**config.mk**
```make
export PLATFORM = sky130hd
export DESIGN_NAME = tone_channel
export DESIGN_NICKNAME = d
export VERILOG_FILES = /design/src/rtl/tone_pkg.sv /design/src/rtl/tone_prescaler.sv /design/src/rtl/tone_lfsr.sv /design/src/rtl/tone_wavegen.sv /design/src/rtl/tone_channel.sv
export SDC_FILE = /design/constraint.sdc
export NUM_CORES = 1
export LEC_CHECK = 0
export BUFFER_PORTS_ARGS = -buffer_cell sky130_fd_sc_hd__buf_2
export CAP_MARGIN = 40
export CORE_MARGIN = 4
export CORE_UTILIZATION = 50
export CTS_BUF_LIST = sky130_fd_sc_hd__clkbuf_16
export DETAILED_ROUTE_END_ITERATION = 8
export PLACE_DENSITY = 0.8
export SLEW_MARGIN = 20
export SYNTH_ARGS = -nofsm -noshare
export SYNTH_HDL_FRONTEND = slang
export SYNTH_HIERARCHICAL = 1
export SYNTH_SLANG_ARGS = --single-unit
```
**constraint.sdc**
```tcl
create_clock -name clk -period 2.9 [get_ports clk]
set_input_delay 0 -clock clk [delete_from_list [all_inputs] [get_ports clk]]
set_output_delay 0 -clock clk [all_outputs]
set_load 0.01 [all_outputs]
```
**src/rtl/tone_pkg.sv**
```systemverilog
package tone_pkg;

    localparam int unsigned SHAPE_W = 4;
    localparam int unsigned CNT_W   = 7;

    localparam logic [CNT_W-1:0] N_DIV6  = 7'd6;
    localparam logic [CNT_W-1:0] N_DIV15 = 7'd15;
    localparam logic [CNT_W-1:0] N_DIV31 = 7'd31;
    localparam logic [CNT_W-1:0] N_DIV93 = 7'd93;

    typedef enum logic [3:0] {
        WV_HIGH,
        WV_P4,
        WV_P9,
        WV_P5,
        WV_DIV2,
        WV_DIV6,
        WV_DIV31,
        WV_DIV93,
        WV_D15P4,
        WV_P5P4,
        WV_P5D2,
        WV_P5D6
    } wave_sel_e;

    function automatic wave_sel_e decode_shape(input logic [SHAPE_W-1:0] code);
        wave_sel_e sel;
        unique case (code)
            4'b0000: sel = WV_HIGH;
            4'b0001: sel = WV_P4;
            4'b0010: sel = WV_D15P4;
            4'b0011: sel = WV_P5P4;
            4'b0100: sel = WV_DIV2;
            4'b0101: sel = WV_DIV2;
            4'b0110: sel = WV_DIV31;
            4'b0111: sel = WV_P5D2;
            4'b1000: sel = WV_P9;
            4'b1001: sel = WV_P5;
            4'b1010: sel = WV_DIV31;
            4'b1011: sel = WV_HIGH;
            4'b1100: sel = WV_DIV6;
            4'b1101: sel = WV_DIV6;
            4'b1110: sel = WV_DIV93;
            4'b1111: sel = WV_P5D6;
            default: sel = WV_HIGH;
        endcase
        return sel;
    endfunction

    // Threshold below which a divider output is high: ceil(N/2)
    function automatic logic [CNT_W-1:0] high_limit(input logic [CNT_W-1:0] n);
        return CNT_W'((n + CNT_W'(1)) >> 1);
    endfunction

endpackage

```
**src/rtl/tone_prescaler.sv**
```systemverilog
module tone_prescaler #(
    parameter int unsigned FREQ_W = 5
) (
    input  logic              clk,
    input  logic              rst_n,
    input  logic              tick_en,
    input  logic [FREQ_W-1:0] period_i,
    output logic              step_o
);

    logic [FREQ_W-1:0] cnt_q;
    logic [FREQ_W-1:0] cnt_d;

    always_comb begin
        step_o = tick_en && (cnt_q == '0);
        cnt_d  = cnt_q;
        if (tick_en) begin
            if (cnt_q == '0) cnt_d = period_i;
            else             cnt_d = cnt_q - FREQ_W'(1);
        end
    end

    always_ff @(posedge clk) begin
        if (!rst_n) cnt_q <= '0;
        else        cnt_q <= cnt_d;
    end


    cnt_hold_chk: assert property (@(posedge clk) disable iff (!rst_n)
        !tick_en |=> $stable(cnt_q));

endmodule

```
**src/rtl/tone_lfsr.sv**
```systemverilog
module tone_lfsr #(
    parameter int unsigned WIDTH = 5,
    parameter int unsigned TAP   = 2
) (
    input  logic clk,
    input  logic rst_n,
    input  logic adv_i,
    output logic msb_o
);

    logic [WIDTH-1:0] state_q;

    always_ff @(posedge clk) begin
        if (!rst_n)     state_q <= '1;
        else if (adv_i) state_q <= {state_q[WIDTH-2:0], state_q[WIDTH-1] ^ state_q[TAP]};
    end

    assign msb_o = state_q[WIDTH-1];


    lfsr_nonzero_chk: assert property (@(posedge clk) disable iff (!rst_n)
        state_q != '0);

endmodule

```
**src/rtl/tone_wavegen.sv**
```systemverilog
module tone_wavegen
    import tone_pkg::*;
(
    input  logic      clk,
    input  logic      rst_n,
    input  logic      step_i,
    input  wave_sel_e sel_i,
    output logic      wave_o
);

    localparam int unsigned NUM_POLY = 3;
    localparam int unsigned POLY_W   [NUM_POLY] = '{4, 5, 9};
    localparam int unsigned POLY_TAP [NUM_POLY] = '{2, 2, 4};
    localparam int unsigned IX4 = 0;
    localparam int unsigned IX5 = 1;
    localparam int unsigned IX9 = 2;

    logic [NUM_POLY-1:0] poly_adv;
    logic [NUM_POLY-1:0] poly_msb;
    logic                tog_q;
    logic                tog_adv;
    logic [CNT_W-1:0]    cnt_q;
    logic                cnt_adv;
    logic [CNT_W-1:0]    cnt_mod;
    logic                cnt_wrap;

    for (genvar gi = 0; gi < NUM_POLY; gi++) begin : g_poly
        tone_lfsr #(
            .WIDTH(POLY_W[gi]),
            .TAP  (POLY_TAP[gi])
        ) u_lfsr (
            .clk  (clk),
            .rst_n(rst_n),
            .adv_i(poly_adv[gi]),
            .msb_o(poly_msb[gi])
        );
    end

    assign cnt_wrap = (cnt_q >= CNT_W'(cnt_mod - CNT_W'(1)));

    // Transition decode: which state elements move on this step
    always_comb begin
        poly_adv = '0;
        tog_adv  = 1'b0;
        cnt_adv  = 1'b0;
        cnt_mod  = N_DIV6;
        unique case (sel_i)
            WV_HIGH:  ;
            WV_P4:    poly_adv[IX4] = step_i;
            WV_P9:    poly_adv[IX9] = step_i;
            WV_P5:    poly_adv[IX5] = step_i;
            WV_DIV2:  tog_adv = step_i;
            WV_DIV6:  begin cnt_adv = step_i; cnt_mod = N_DIV6;  end
            WV_DIV31: begin cnt_adv = step_i; cnt_mod = N_DIV31; end
            WV_DIV93: begin cnt_adv = step_i; cnt_mod = N_DIV93; end
            WV_D15P4: begin
                cnt_adv       = step_i;
                cnt_mod       = N_DIV15;
                poly_adv[IX4] = step_i && cnt_wrap;
            end
            WV_P5P4: begin
                poly_adv[IX5] = step_i;
                poly_adv[IX4] = step_i && poly_msb[IX5];
            end
            WV_P5D2: begin
                poly_adv[IX5] = step_i;
                tog_adv       = step_i && poly_msb[IX5];
            end
            WV_P5D6: begin
                poly_adv[IX5] = step_i;
                cnt_adv       = step_i && poly_msb[IX5];
                cnt_mod       = N_DIV6;
            end
            default: ;
        endcase
    end

    // State registers
    always_ff @(posedge clk) begin
        if (!rst_n) begin
            tog_q <= 1'b0;
            cnt_q <= '0;
        end else begin
            if (tog_adv) tog_q <= ~tog_q;
            if (cnt_adv) cnt_q <= cnt_wrap ? '0 : cnt_q + CNT_W'(1);
        end
    end

    // Waveform output selection
    always_comb begin
        unique case (sel_i)
            WV_HIGH:  wave_o = 1'b1;
            WV_P4:    wave_o = poly_msb[IX4];
            WV_P9:    wave_o = poly_msb[IX9];
            WV_P5:    wave_o = poly_msb[IX5];
            WV_DIV2:  wave_o = tog_q;
            WV_DIV6:  wave_o = cnt_q < high_limit(N_DIV6);
            WV_DIV31: wave_o = cnt_q < high_limit(N_DIV31);
            WV_DIV93: wave_o = cnt_q < high_limit(N_DIV93);
            WV_D15P4: wave_o = poly_msb[IX4];
            WV_P5P4:  wave_o = poly_msb[IX4];
            WV_P5D2:  wave_o = tog_q;
            WV_P5D6:  wave_o = cnt_q < high_limit(N_DIV6);
            default:  wave_o = 1'b1;
        endcase
    end


    div2_toggle_chk: assert property (@(posedge clk) disable iff (!rst_n)
        (sel_i == WV_DIV2 && step_i) |=> (wave_o != $past(wave_o)));


    cnt_range_chk: assert property (@(posedge clk) disable iff (!rst_n)
        cnt_q < N_DIV93);


    high_level_chk: assert property (@(posedge clk) disable iff (!rst_n)
        (sel_i == WV_HIGH) |-> wave_o);

endmodule

```
**src/rtl/tone_channel.sv**
```systemverilog
module tone_channel
    import tone_pkg::*;
#(
    parameter int unsigned FREQ_W = 5,
    parameter int unsigned VOL_W  = 4
) (
    input  logic               clk,
    input  logic               rst_n,
    input  logic               tick_en,
    input  logic               freq_we,
    input  logic [FREQ_W-1:0]  freq_data,
    input  logic               ctrl_we,
    input  logic [SHAPE_W-1:0] ctrl_data,
    input  logic               vol_we,
    input  logic [VOL_W-1:0]   vol_data,
    output logic [VOL_W-1:0]   amp_o
);

    logic [FREQ_W-1:0]  freq_q;
    logic [SHAPE_W-1:0] shape_q;
    logic [VOL_W-1:0]   vol_q;
    logic               step;
    logic               wave;
    wave_sel_e          sel;

    always_ff @(posedge clk) begin
        if (!rst_n) begin
            freq_q  <= '0;
            shape_q <= '0;
            vol_q   <= '0;
        end else begin
            if (freq_we) freq_q  <= freq_data;
            if (ctrl_we) shape_q <= ctrl_data;
            if (vol_we)  vol_q   <= vol_data;
        end
    end

    assign sel = decode_shape(shape_q);

    tone_prescaler #(.FREQ_W(FREQ_W)) u_presc (
        .clk     (clk),
        .rst_n   (rst_n),
        .tick_en (tick_en),
        .period_i(freq_q),
        .step_o  (step)
    );

    tone_wavegen u_wave (
        .clk   (clk),
        .rst_n (rst_n),
        .step_i(step),
        .sel_i (sel),
        .wave_o(wave)
    );

    assign amp_o = wave ? vol_q : '0;


    amp_stable_chk: assert property (@(posedge clk) disable iff (!rst_n)
        (!vol_we && !ctrl_we && !step) |=> $stable(amp_o));

endmodule

```
Word-level counts from Yosys, hierarchy flattened
Memory sizes are Yosys's and may differ from the RTL's. A register that Yosys moved wholly into a read port is not among the register bits.
Index checks and enable logic that the tools add are counted.

operators by class
  $add $sub $neg = 3
  multipliers = 0
  divide/modulo/power cells = 0
  magnitude comparators = 4
  equality and inequality tests = 11
  shift operators = 0
  mux-type cells = 12
  bitwise operators = 4
  reductions and logical operators = 9

operators with widths
  kind                                                  number
  case mux 7 bit (3 select lines)                       1
  equality test 4 x 3 -> 1 bit (second input constant)  4
  equality test 4 bit (second input constant)           4
  2-to-1 mux 4 bit                                      3
  equality test 4 x 2 -> 1 bit (second input constant)  2
  OR reduction 4 bit                                    2
  adder 7 x 1 -> 7 bit (second input constant)          1
  >= comparator 7 bit                                   1
  < comparator 7 x 2 -> 1 bit (second input constant)   1
  < comparator 7 x 5 -> 1 bit (second input constant)   1
  < comparator 7 x 6 -> 1 bit (second input constant)   1
  2-to-1 mux 7 bit                                      1
  case mux 1 bit (7 select lines)                       1
  subtractor 7 x 1 -> 7 bit (second input constant)     1
  zero test 5 bit                                       1
  2-to-1 mux 5 bit                                      1
  subtractor 5 x 1 -> 5 bit (second input constant)     1
  equality test 4 x 1 -> 1 bit (second input constant)  1
  case mux 1 bit (2 select lines)                       2
  OR reduction 2 bit                                    2
  logical AND 1 bit                                     3
  case mux 1 bit (3 select lines)                       1
  OR reduction 3 bit                                    1
  bitwise XOR 1 bit                                     3
  other kinds (2)                                       3

word-level totals
  bits in registers = 44
  latch bits = 0
  memory bits (writable) = 0
  ROM bits = 64
  bits of input ports = 19
  output and inout port bits = 4
  logic and storage cells = 53
  memories = 1

memories
  memory           words  width  read ports  clocked after Yosys merged registers in  write ports  RTL line        source
  (no name shown)  16     4      1           1                                        0            tone_pkg.sv:28  unique case (code)

Depth between registers and ports, before layout
Gate-level depths: netlist (run 1).

  depth after elaboration = 6
  depth in mapped cells = 13
  depth with buffers taken out = 11

Hierarchy
Netlist (run 1), hierarchy kept.

by module, submodules not included
  module                               instances  cells each  area each (um2)  sequential area each (um2)
  tone_wavegen                         1          124         920.9            160.2
  tone_channel                         1          60          641.9            340.3
  tone_lfsr (u_wave.g_poly[2].u_lfsr)  1          30          339.1            180.2
  tone_prescaler                       1          32          297.8            100.1
  tone_lfsr (u_wave.g_poly[1].u_lfsr)  1          17          188.9            100.1
  tone_lfsr (u_wave.g_poly[0].u_lfsr)  1          14          148.9            80.1

Least setup slack after synthesis (run 1)
Ideal clock, no wire load.

  kind = register to register
  start = register, netlist name sel[3]
  end = register u_wave.g_poly[0].u_lfsr.state_q[1]
  library setup time = 115 ps
  arrival = 2,383 ps
  required time = 2,785 ps
  path slack = 401 ps
  cell stages (with the launch flop) = 13
  buffers on the path = 1
  clock period less this slack = 2,499 ps
  cell sequence = dfxtp_1 -> or3b_4 -> o21ai_2 -> inv_1 -> ha_1 -> nor2b_1 -> o21ai_0 -> a31oi_1 -> o31a_1 -> nor3_1 -> buf_2 -> mux2i_1 -> nand2_1

between the ends
  cells in the longest elaborated chain, start to end = 6
  elaborated cells on any way between the ends = 10
  classes of those cells = 1 x add/sub; 1 x order compare; 5 x eq/ne; 2 x mux; 1 x reduce/logical

RTL lines
  item                                                                 RTL line            source
  equality test 4 bit or equality test 4 x 3 -> 1 bit (tied branches)  tone_wavegen.sv:47  unique case (sel_i)
  case mux 7 bit (3 select lines)                                      tone_wavegen.sv:47
  subtractor 7 x 1 -> 7 bit                                            tone_wavegen.sv:39  assign cnt_wrap = (cnt_q >= CNT_W'(cnt_mod - CNT_W'(1)));
  >= comparator 7 bit                                                  tone_wavegen.sv:39
  logical AND 1 bit                                                    tone_wavegen.sv:59  poly_adv[IX4] = step_i && cnt_wrap;
  case mux 1 bit (3 select lines) (*)                                  tone_wavegen.sv:47
  via u_wave.poly_adv[0]                                               tone_wavegen.sv:18  logic [NUM_POLY-1:0] poly_adv;
  end signal: assignment                                               tone_lfsr.sv:15     else if (adv_i) state_q <= {state_q[WIDTH-2:0], state_q[WIDTH-1] ^ state_q[TAP]};
  end: declaration                                                     tone_lfsr.sv:11     logic [WIDTH-1:0] state_q;

Mark *: on every way through the listed nets, which the timed path passes. The rest lies on a longest branch.
A chain may end at the register's enable or synchronous reset.

Final worst setup path (run 1)
  start = register, netlist name sel[3]
  end = register u_wave.g_poly[0].u_lfsr.state_q[3]

between the ends
  cells in the longest elaborated chain, start to end = 6
  elaborated cells on any way between the ends = 10
  classes of those cells = 1 x add/sub; 1 x order compare; 5 x eq/ne; 2 x mux; 1 x reduce/logical

RTL lines
  item                                                                 RTL line
  equality test 4 bit or equality test 4 x 3 -> 1 bit (tied branches)  tone_wavegen.sv:47
  case mux 7 bit (3 select lines)                                      tone_wavegen.sv:47
  subtractor 7 x 1 -> 7 bit                                            tone_wavegen.sv:39
  >= comparator 7 bit                                                  tone_wavegen.sv:39
  logical AND 1 bit                                                    tone_wavegen.sv:59
  case mux 1 bit (3 select lines) (*)                                  tone_wavegen.sv:47
  via u_wave.poly_adv[0]                                               tone_wavegen.sv:18

Marked as above.

==> key figures, run 1 <==
Placed design
  • Placed Cells: roughly 360
  • I/O Buffers: 22
  • Final GP Congestion: 0.917
  • DP HPWL: roughly 3500 um

Setup path
  • Reg2Reg Depth: 12
  • Reg-to-reg setup timing slack: 0.22 ns
  • RR Endpoint: u_wave/g_poly[0].u_lfsr/state_q[3]
  • CP delay by family, top: compound AO/OA/AOI/OAI gates
  • CP max FO: 5
  • Crit-path max cell delay: 0.41 ns
  • Crit end category: register
  • CP max stage cell: or3b_4
  • Arr. time, crit path: 2.84 ns
  • Worst Path Buf+Inv: 2
  • Reg2reg start: sel[3]
  • Crit-path cells: or3b_4 > o21ai_2 > inv_1 > ha_1 > nor2b_1 > o21ai_0 > a31oi_1 > o31a_1 > nor3_1 > buf_4 > mux2i_1 > nand2_1
  • Startpoint types: register
  • Req. time, crit path: between 3 and 4 ns
  • Critical path class: register to register

Clock network
  • Cts bufs inserted: 5
  • H-tree levels: 2
  • Clock sink count: 48
  • Hold-fix buffers, CTS: 10
  • Setup bufs post-CTS: 0
  • Post-cts resize count: 0
  • TritonCTS clock tree: done
  • Max clock buf depth: 2
  • Worst-Skew Late Latency: between 0.2 and 0.3 ns
  • Worst-path clk slew: ~0.060 ns
  • CTS Root Cell: clkbuf_16

Die
  • IO Count: 23
  • Die W: between 70 and 80 um
  • Initial Utilization: between 50% and 60%
  • Die H: 79.2 um
  • Std-Cell Rows: 25
  • Core footprint: approximately 4800 um2
  • Die area: 6280 um2

Route
  • Vias post-DR: 2088
  • Routed vias/inst: about 5.5
  • Drt pass-1 iters: 4
  • WL/cell: 13.2 um
  • # DRC: 0
  • First DRT Iteration DRCs: 171
  • WL final: 5000 um
  • Post-DRT Antenna Nets: 0

Logic synthesis
  • Syn. warnings: 6
  • Post-synth EDFFs: 0
  • Post-synthesis async set-or-reset flop share: 0%
  • Cells after Synth: 277
  • Syn Area/Cell: 9.16 um2
  • Count of different cell masters after synthesis: 60
  • Sequential area share after synthesis: 37.9%
  • Dominant synthesized flop cell: dfxtp_1
  • Yosys reg bits: between 40 and 50
  • Cell Area, Synth: between 2000 and 3000 um2
  • Synth Net Count: 303

Finish
  • Syn-to-layout area delta: 15.6%
  • Nets@finish: 337
  • Layout cells sized above 1: between 10% and 20%
  • Count of non-filler cells in the finished layout: 378
  • # diodes: 0

Hold path
  • Type of the worst min-delay path: input pin to register
  • Min-Delay Path Depth: 3
  • Hold endpoint: vol_q[1]
  • HP Start: vol_we

Timing
  • Setup TNS: 0 ns
  • Endpoints failing hold: 0
  • RSZ-0062 raised after global routing: false
  • # setup viols final: 0
  • Relative slew slack: roughly 57%
  • Fin. max-slew vios: 0
  • Worst-margin pin slew: around 0.65 ns
  • Fmax: approximately 370 MHz
  • Crit path time final: around 2.7 ns
  • Period utilisation layout: 92.3%
  • Worst clock skew: roughly 0.0027 ns

GRT
  • Initial antenna violation count: 0
  • Largest net degree at the start of global routing: 26
  • GRT Total Usage: 17.3%
  • First-pass GRT wire length: about 8900 um
  • Vias in the first global route: 1982
  • Total gr overflow: 0

Pwr
  • Leakage: approximately 1.2 nW
  • Pwr Density: 504 nW/um2
  • Worst vdd ir: around 420 uV

Flow run
  • Maxcap violations: 0

Outcome
  • Status: completed
[how the worst max path moves through the flow]
stage / from / to / cells past startpoint
after floorplan: sel[3] / u_wave/g_poly[0].u_lfsr/state_q[1] / 12
after global placement: sel[1] / u_wave/g_poly[0].u_lfsr/state_q[2] / 12
after detailed placement: sel[3] / u_wave/g_poly[0].u_lfsr/state_q[1] / 12
after CTS: sel[3] / u_wave/g_poly[0].u_lfsr/state_q[3] / 12
after global routing: sel[3] / u_wave/g_poly[0].u_lfsr/state_q[2] / 12
final: sel[3] / u_wave/g_poly[0].u_lfsr/state_q[3] / 12
[synth_stat cells (all sizes together) (7+ instances only)]
cell type / n / share of area (%)
dfxtp: 48 / 38
nand2: 27 / 4.1
buf: 11 / 3.4
inv: 13 / 1.9
ha: 7 / 3.5
nand3: 7 / 1.4
nor3: 7 / 1.4
a21oi: 9 / 1.8
o21ai: 10 / 2.1
mux2i: 30 / 12
nor2: 22 / 3.3
[layout make-up]
cell class                      count  area [um2]
Clock buffer                        5         125
Clock inverter                      2        8.76
Fill cell                         423        1880
Inverter                           13        48.8
Multi-Input combinational cell    203        1440
Sequential cell                    48         961
Tap cell                           67        83.8
Timing Repair Buffer               40         270
[metrics by stage]
| step | utilization [%] | hold slack (ns) | power (W) | cell area (um2) | setup slack, ns |
|---|---|---|---|---|---|
| finish | 60.9 | 0.0649 | 0.00148 | 2930 | 0.222 |
| global route | 60.9 | 0.100 | 0.00155 | 2930 | 0.00624 |
| CTS | 60.9 | 0.0566 | 0.00149 | 2930 | 0.236 |
| detailed placement | 56.0 | 0.242 | 0.000951 | 2700 | 0.249 |
| global placement | 56.0 | 0.238 | 0.000946 | 2700 | 0.308 |
| floorplan | - | 0.0619 | 0.000891 | 2540 | 0.401 |
[layout by cell type (no fill, tap or decap), drive strengths merged, types with 2 or more instances in the layout]
cell	n
nor2	22
ha	7
nor3b	4
inv	14
mux2i	30
and2b	2
a21oi	9
nor4b	2
o211ai	3
nand2b	5
o32ai	2
nor3	7
o2111ai	2
dfxtp	48
o21a	2
nand3b	5
xnor2	4
or4	2
a31oi	5
nand3	7
and2	5
nand2	27
o21ai	10
buf	30
a32oi	5
a21boi	3
nor2b	2
nor4	2
clkbuf	5
dlygate4sd3	10
o31ai	4
a211oi	4
a21o	3
[sequential cells by signal, indices dropped and copies added (netlist names)]
signal,cells
shape_q,4
u_presc/cnt_q,5
u_wave/g_poly.u_lfsr/state_q,18
u_wave/cnt_q,7
sel,4
vol_q,4
freq_q,5
u_wave/tog_q,1
[logic make-up after synthesis]
family / after synthesis / synth area share, %
AND/OR/NAND/NOR: 100 / 21.5
AO/OA/AOI/OAI: 59 / 17.3
adder cells (fa/ha/maj): 8 / 3.99
multiplexers: 31 / 12.3
other: 1 / 0.148
XOR/XNOR: 4 / 1.38
buffers and inverters: 26 / 5.57
flip-flops: 48 / 37.9
[tightest hold or removal path: cells and delay by family]
| kind | cells | cell delay, ns |
|---|---|---|
| buffers and inverters | 1 | 0.15 |
| multiplexers | 1 | 0.09 |
| AND/OR/NAND/NOR | 1 | 0.07 |
[power breakdown]
part           internal (W)  switching, W  total (W)
Clock              0.000309      0.000218   0.000528
Sequential         0.000686     0.0000249   0.000711
Combinational      0.000117      0.000123   0.000240
Total               0.00111      0.000366    0.00148
[routing by layer]
layer | global-route usage [%] | up-vias | part of all wire (%)
li1 | - | 1072 | -
met3 | 2.61 | 6 | 2.9
met4 | 6.70 | 0 | 0.96
met2 | 29.8 | 39 | 50
met5 | 0 | - | 0
met1 | 21.5 | 971 | 46
(Power assumes the default switching activity.)
==> inputs of run 2 (changes only) <==
--- a/config.mk
+++ b/config.mk
@@ -12,6 +12,7 @@
 export CTS_BUF_LIST = sky130_fd_sc_hd__clkbuf_16
 export DETAILED_ROUTE_END_ITERATION = 8
 export PLACE_DENSITY = 0.8
+export REMOVE_ABC_BUFFERS = 1
 export SLEW_MARGIN = 20
 export SYNTH_ARGS = -nofsm -noshare
 export SYNTH_HDL_FRONTEND = slang
==> key figures, run 2 (synthesized netlist as in run 1, its figures left out) <==
Outcome
  • Status: completed

Timing
  • Setup TNS: 0 ns
  • Worst clock skew: ~0.0034 ns
  • Crit path time final: 2.68 ns
  • Endpoints failing hold: 0
  • Worst-margin pin slew: 0.644 ns
  • Period utilisation layout: 92.4%
  • Fin. max-slew vios: 0
  • RSZ-0062 raised after global routing: false
  • Hold slack: between 0.05 and 0.06 ns
  • Relative slew slack: a little under three fifths
  • Fmax: around 370 MHz
  • # setup viols final: 0

Finish
  • # fillers: around 370
  • Max FFs per register: 18
  • Regs by FF count: u_wave/g_poly.u_lfsr/state_q x18, u_wave/cnt_q x7
  • Most frequent cells in the layout: dfxtp_1, mux2i_1, nand2_1
  • Syn-to-layout area delta: 17.9%
  • Count of non-filler cells in the finished layout: approximately 380
  • # diodes: 0
  • Area of the multi-input gates: 1440 um2
  • Reg area: around 960 um2
  • Layout cells sized above 1: approximately 15%
  • Reg with most FFs: u_wave/g_poly.u_lfsr/state_q
  • Nets@finish: between 300 and 400
  • Commonest non-fill, non-tap cell in the layout: dfxtp_1

Placed design
  • Placed Cells: about 360
  • DP HPWL: around 3700 um
  • Final GP Congestion: ~0.87
  • I/O Buffers: 22

Pwr
  • Worst vdd ir: approximately 480 uV
  • Clock Power Share: 43.7%
  • Comb power frac: about 14%
  • Power, Total: around 0.0017 W
  • Sw Ratio: between 20% and 30%
  • Pwr Density: 569 nW/um2
  • P_int: approximately 0.0013 W
  • Flop pwr share: 41.7%
  • P_sw: around 0.0004 W
  • Leakage: between 1 and 1.5 nW

Die
  • Die W: roughly 80 um
  • Std-Cell Rows: 25
  • IO Count: 23
  • Initial Utilization: a little over half
  • Die H: between 70 and 80 um
  • Die area: between 6000 and 7000 um2
  • Core footprint: 4820 um2

GRT
  • Vias in the first global route: between 2000 and 2500
  • Largest net degree at the start of global routing: 21
  • Total gr overflow: 0
  • First-pass GRT wire length: around 9500 um
  • GRT Total Usage: between 10% and 20%
  • Initial antenna violation count: 0

Clock network
  • TritonCTS clock tree: done
  • Clock sink count: 48
  • CTS Root Cell: clkbuf_16
  • Worst-path clk slew: approximately 0.06 ns
  • Cts bufs inserted: 5
  • Max clock buf depth: 2
  • H-tree levels: 2
  • Worst-Skew Late Latency: roughly 0.29 ns

Setup path
  • Req. time, crit path: a little over 3 ns
  • RR Endpoint: u_wave/g_poly[0].u_lfsr/state_q[3]
  • Crit end category: register
  • Reg2reg start: sel[3]
  • Startpoint types: register
  • Crit-path cells: or3b_4 > o21ai_2 > inv_1 > ha_1 > nor2b_1 > o21ai_1 > a31oi_1 > o31a_1 > nor3_1 > buf_4 > mux2i_1 > nand2_1
  • Crit-path max cell delay: around 0.4 ns
  • Critical path class: register to register
  • CP max FO: 5
  • Arr. time, crit path: 2.86 ns
  • CP max stage cell: or3b_4
  • Reg2Reg Depth: 12
  • Reg-to-reg setup timing slack: approximately 0.22 ns

Route
  • Post-DRT Antenna Nets: 0
  • Vias post-DR: about 2200
  • WL/cell: between 10 and 15 um
  • Routed vias/inst: between 5 and 6
  • Drt pass-1 iters: 4
  • WL final: 5340 um
  • First DRT Iteration DRCs: approximately 150
  • # DRC: 0

Hold path
  • Min-Delay Path Depth: 3
  • Type of the worst min-delay path: input pin to register
  • HP Start: vol_we
  • Hold endpoint: vol_q[2]

Flow run
  • Maxcap violations: 0
## run 2: power by group through the flow
stage                     Clock (W)  Combinational, W  Sequential [W]
after detailed placement          0          0.000232        0.000725
after global placement            0          0.000224        0.000723
after floorplan                   0          0.000151        0.000727
final                      0.000745          0.000248        0.000711
after CTS                  0.000760          0.000245        0.000711
after global routing       0.000786          0.000275        0.000715
## run 2: through the flow
step                worst slack, ns  area [um2]  util (%)
finish                        0.219        2990      62.1
global route                 0.0618        2990      62.1
CTS                          0.0864        2990      62.1
detailed placement            0.202        2700      56.0
global placement              0.291        2700      56.0
floorplan                    0.0184        2440         -
## run 2: final cells by class
class                           count  share of cell area [%]
Clock inverter                      3                    2.30
Tap cell                           67                    2.80
Clock buffer                        5                    4.18
Multi-Input combinational cell    203                    48.0
Inverter                           13                    1.63
Timing Repair Buffer               40                    9.03
Sequential cell                    48                    32.1
## run 2: how the worst max path moves through the flow
stage               slack [ns]                                  to    from  cells after the start
CTS                       0.09  u_wave/g_poly[0].u_lfsr/state_q[3]  sel[3]                     12
floorplan                 0.02  u_wave/g_poly[0].u_lfsr/state_q[1]  sel[3]                     11
global placement          0.29  u_wave/g_poly[0].u_lfsr/state_q[2]  sel[1]                     12
global route              0.06  u_wave/g_poly[0].u_lfsr/state_q[3]  sel[3]                     12
finish                    0.22  u_wave/g_poly[0].u_lfsr/state_q[3]  sel[3]                     12
detailed placement        0.20  u_wave/g_poly[0].u_lfsr/state_q[1]  sel[3]                     12
## run 2: metal layers
metal / global-route usage (%) / share of wire (%) / vias to the layer above
li1: - / - / 1079
met1: 23.6 / 45 / 1009
met2: 31.2 / 47 / 55
met3: 4.99 / 5.7 / 11
met4: 8.25 / 2.0 / 0
met5: 0 / 0 / -
## run 2: worst max-delay path, delay by kind of cell, from the launching register on
kind / cells / cell delay (ns)
AND/OR/NAND/NOR: 4 / 0.70
multiplexers: 1 / 0.22
flip-flops: 1 / 0.33
buffers and inverters: 2 / 0.27
adder cells (fa/ha/maj): 1 / 0.28
AO/OA/AOI/OAI: 4 / 0.77
## run 2: repair_timing
item	4_1_cts	5_1_grt
setup endpoints to repair	0	2
hold buffers	10	0
hold endpoints to repair	10	0
gates resized for setup	0	1
buffers inserted	0	0
==> inputs of run 3 (changes only) <==
--- a/config.mk
+++ b/config.mk
@@ -7,7 +7,7 @@
 export LEC_CHECK = 0
 export BUFFER_PORTS_ARGS = -buffer_cell sky130_fd_sc_hd__buf_2
 export CAP_MARGIN = 40
-export CORE_MARGIN = 4
+export CORE_MARGIN = 3
 export CORE_UTILIZATION = 50
 export CTS_BUF_LIST = sky130_fd_sc_hd__clkbuf_16
 export DETAILED_ROUTE_END_ITERATION = 8
==> constraint.sdc (replaced) <==
create_clock -name clk -period 2.88 [get_ports clk]
set_input_delay 0 -clock clk [delete_from_list [all_inputs] [get_ports clk]]
set_output_delay 0 -clock clk [all_outputs]
set_load 0.01 [all_outputs]
==> key figures, run 3 (synthesized netlist as in run 1, its figures left out) <==
Route
  • Routed vias/inst: around 5.6
  • First DRT Iteration DRCs: between 150 and 200
  • WL/cell: 14.9 um
  • # DRC: 0
  • Vias post-DR: between 2000 and 2500
  • WL final: 5670 um
  • Drt pass-1 iters: 4
  • Post-DRT Antenna Nets: 0

Pwr
  • Leakage: approximately 1.2 nW
  • Worst vdd ir: 410 uV
  • Power, Total: around 0.0016 W
  • Pwr Density: roughly 540 nW/um2

Finish
  • Post-route cell area: around 3000 um2
  • Area of the multi-input gates: between 1000 and 1500 um2
  • Most frequent cells in the layout: dfxtp_1, mux2i_1, nand2_1
  • Reg with most FFs: u_wave/g_poly.u_lfsr/state_q
  • Syn-to-layout area delta: 16.9%
  • # fillers: 387
  • Layout cells sized above 1: approximately 15%
  • Reg area: roughly 960 um2
  • Regs by FF count: u_wave/g_poly.u_lfsr/state_q x18, u_wave/cnt_q x7
  • Nets@finish: between 300 and 400
  • Commonest non-fill, non-tap cell in the layout: dfxtp_1
  • # diodes: 0
  • Max FFs per register: 18

Timing
  • RSZ-0062 raised after global routing: false
  • Fmax: 384 MHz
  • Period utilisation layout: around 90%
  • Worst-margin pin slew: roughly 0.63 ns
  • Endpoints failing hold: 0
  • Fin. max-slew vios: 0
  • # setup viols final: 0
  • Crit path time final: approximately 2.6 ns
  • Worst clock skew: between 0.004 and 0.005 ns
  • Relative slew slack: approximately 58%

Hold path
  • Type of the worst min-delay path: input pin to register

Setup path
  • Reg2reg start: sel[1]
  • CP max FO: 5
  • Req. time, crit path: ~3.0 ns
  • Critical path startpoint: sel[1]
  • Reg2Reg Depth: 12
  • Critical path class: register to register
  • Arr. time, crit path: between 2 and 3 ns
  • Reg-to-reg setup timing slack: ~0.27 ns
  • Startpoint types: register
  • Crit end category: register
  • Crit path to: u_wave/g_poly[0].u_lfsr/state_q[2]
  • RR Endpoint: u_wave/g_poly[0].u_lfsr/state_q[2]

Placed design
  • I/O Buffers: 22
  • Post-DP Area: between 2000 and 3000 um2
  • DP HPWL: between 3000 and 4000 um
  • Final GP Congestion: 0.860

GRT
  • Initial antenna violation count: 0
  • First-pass GRT wire length: roughly 10000 um
  • Largest net degree at the start of global routing: 31
  • GRT Total Usage: just over 20%
  • Total gr overflow: 0
  • Vias in the first global route: 2173

Flow run
  • Maxcap violations: 0

Clock network
  • Clock sink count: 48
  • CTS Root Cell: clkbuf_16
  • TritonCTS clock tree: done
  • Cts bufs inserted: 5
  • H-tree levels: 2
  • Max clock buf depth: 2
  • Worst-path clk slew: ~0.06 ns
  • Worst-Skew Late Latency: between 0.2 and 0.3 ns

Die
  • Initial Utilization: 52.7%
  • Std-Cell Rows: 25
  • Die W: roughly 77 um
  • IO Count: 23
  • Core footprint: 4820 um2
  • Die H: 77.2 um
  • Die area: between 5000 and 6000 um2

Outcome
  • Status: completed
## run 3: cell types whose count changed in the layout (fill, tap and decap cells not counted), sizes merged
cell / previous run / this run
bufinv: 2 / 1
clkinv: 0 / 2
inv: 14 / 13
## run 3: critical path, stage by stage, from the launching register on
cell	delay (ns)
dfxtp_1	0.31
or3b_4	0.41
o21ai_2	0.16
inv_1	0.09
ha_1	0.28
nor2b_1	0.05
o21ai_1	0.23
a31oi_1	0.12
o31a_1	0.25
nor3_1	0.17
buf_4	0.17
mux2i_1	0.19
nand2_1	0.06
## run 3: layout make-up
cell class / count / share of cell area, %
inverters: 13 / 1.64
multi-input cells: 203 / 48.4
flip-flops and latches: 48 / 32.4
clock inverters: 3 / 1.43
clock buffers: 5 / 4.22
well taps: 67 / 2.83
repair buffers: 40 / 9.11
## run 3: what timing repair did
| action | 4_1_cts | 5_1_grt |
|---|---|---|
| endpoints found under the hold margin | 10 | 0 |
| hold buffers | 10 | 0 |
| gates resized for setup | 0 | 1 |
| setup endpoints to repair | 0 | 3 |
| buffers inserted | 0 | 0 |
## run 3: how the worst min path moves through the flow
| stage | startpoint | to | cells past startpoint |
|---|---|---|---|
| after floorplan | rst_n | u_wave/g_poly[0].u_lfsr/state_q[1] | 1 |
| after global placement | vol_data[3] | vol_q[3] | 3 |
| after detailed placement | vol_data[2] | vol_q[2] | 3 |
| after CTS | vol_we | vol_q[2] | 3 |
| after global routing | rst_n | u_presc/cnt_q[3] | 2 |
| final | vol_we | vol_q[3] | 3 |
## run 3: per-layer routing
| layer | up-vias | wire [um] | global-route usage, % |
|---|---|---|---|
| met3 | 15 | 286 | 5.40 |
| met1 | 990 | 2480 | 24.3 |
| li1 | 1069 | - | - |
| met2 | 67 | 2770 | 35.3 |
| met4 | 0 | 131 | 9.43 |
| met5 | - | 0 | 0 |
## run 3: power breakdown
group          switching (W)  internal (W)  leakage [nW]
clock network       0.000239      0.000408        0.0814
logic               0.000130      0.000118         0.699
registers          0.0000256      0.000691         0.392
total               0.000395       0.00122          1.17
## run 3: stage by stage
step	hold WS, ns	TNS [ns]	util (%)	worst slack (ns)	cells
finish	0.0681	0	61.6	0.275	379
global route	0.0782	0	61.6	0.0106	379
CTS	0.0552	0	61.6	0.174	379
detailed placement	0.247	0	56.0	0.199	361
global placement	0.232	0	56.0	0.293	361
floorplan	0.0619	-0.00485	-	-0.00162	264
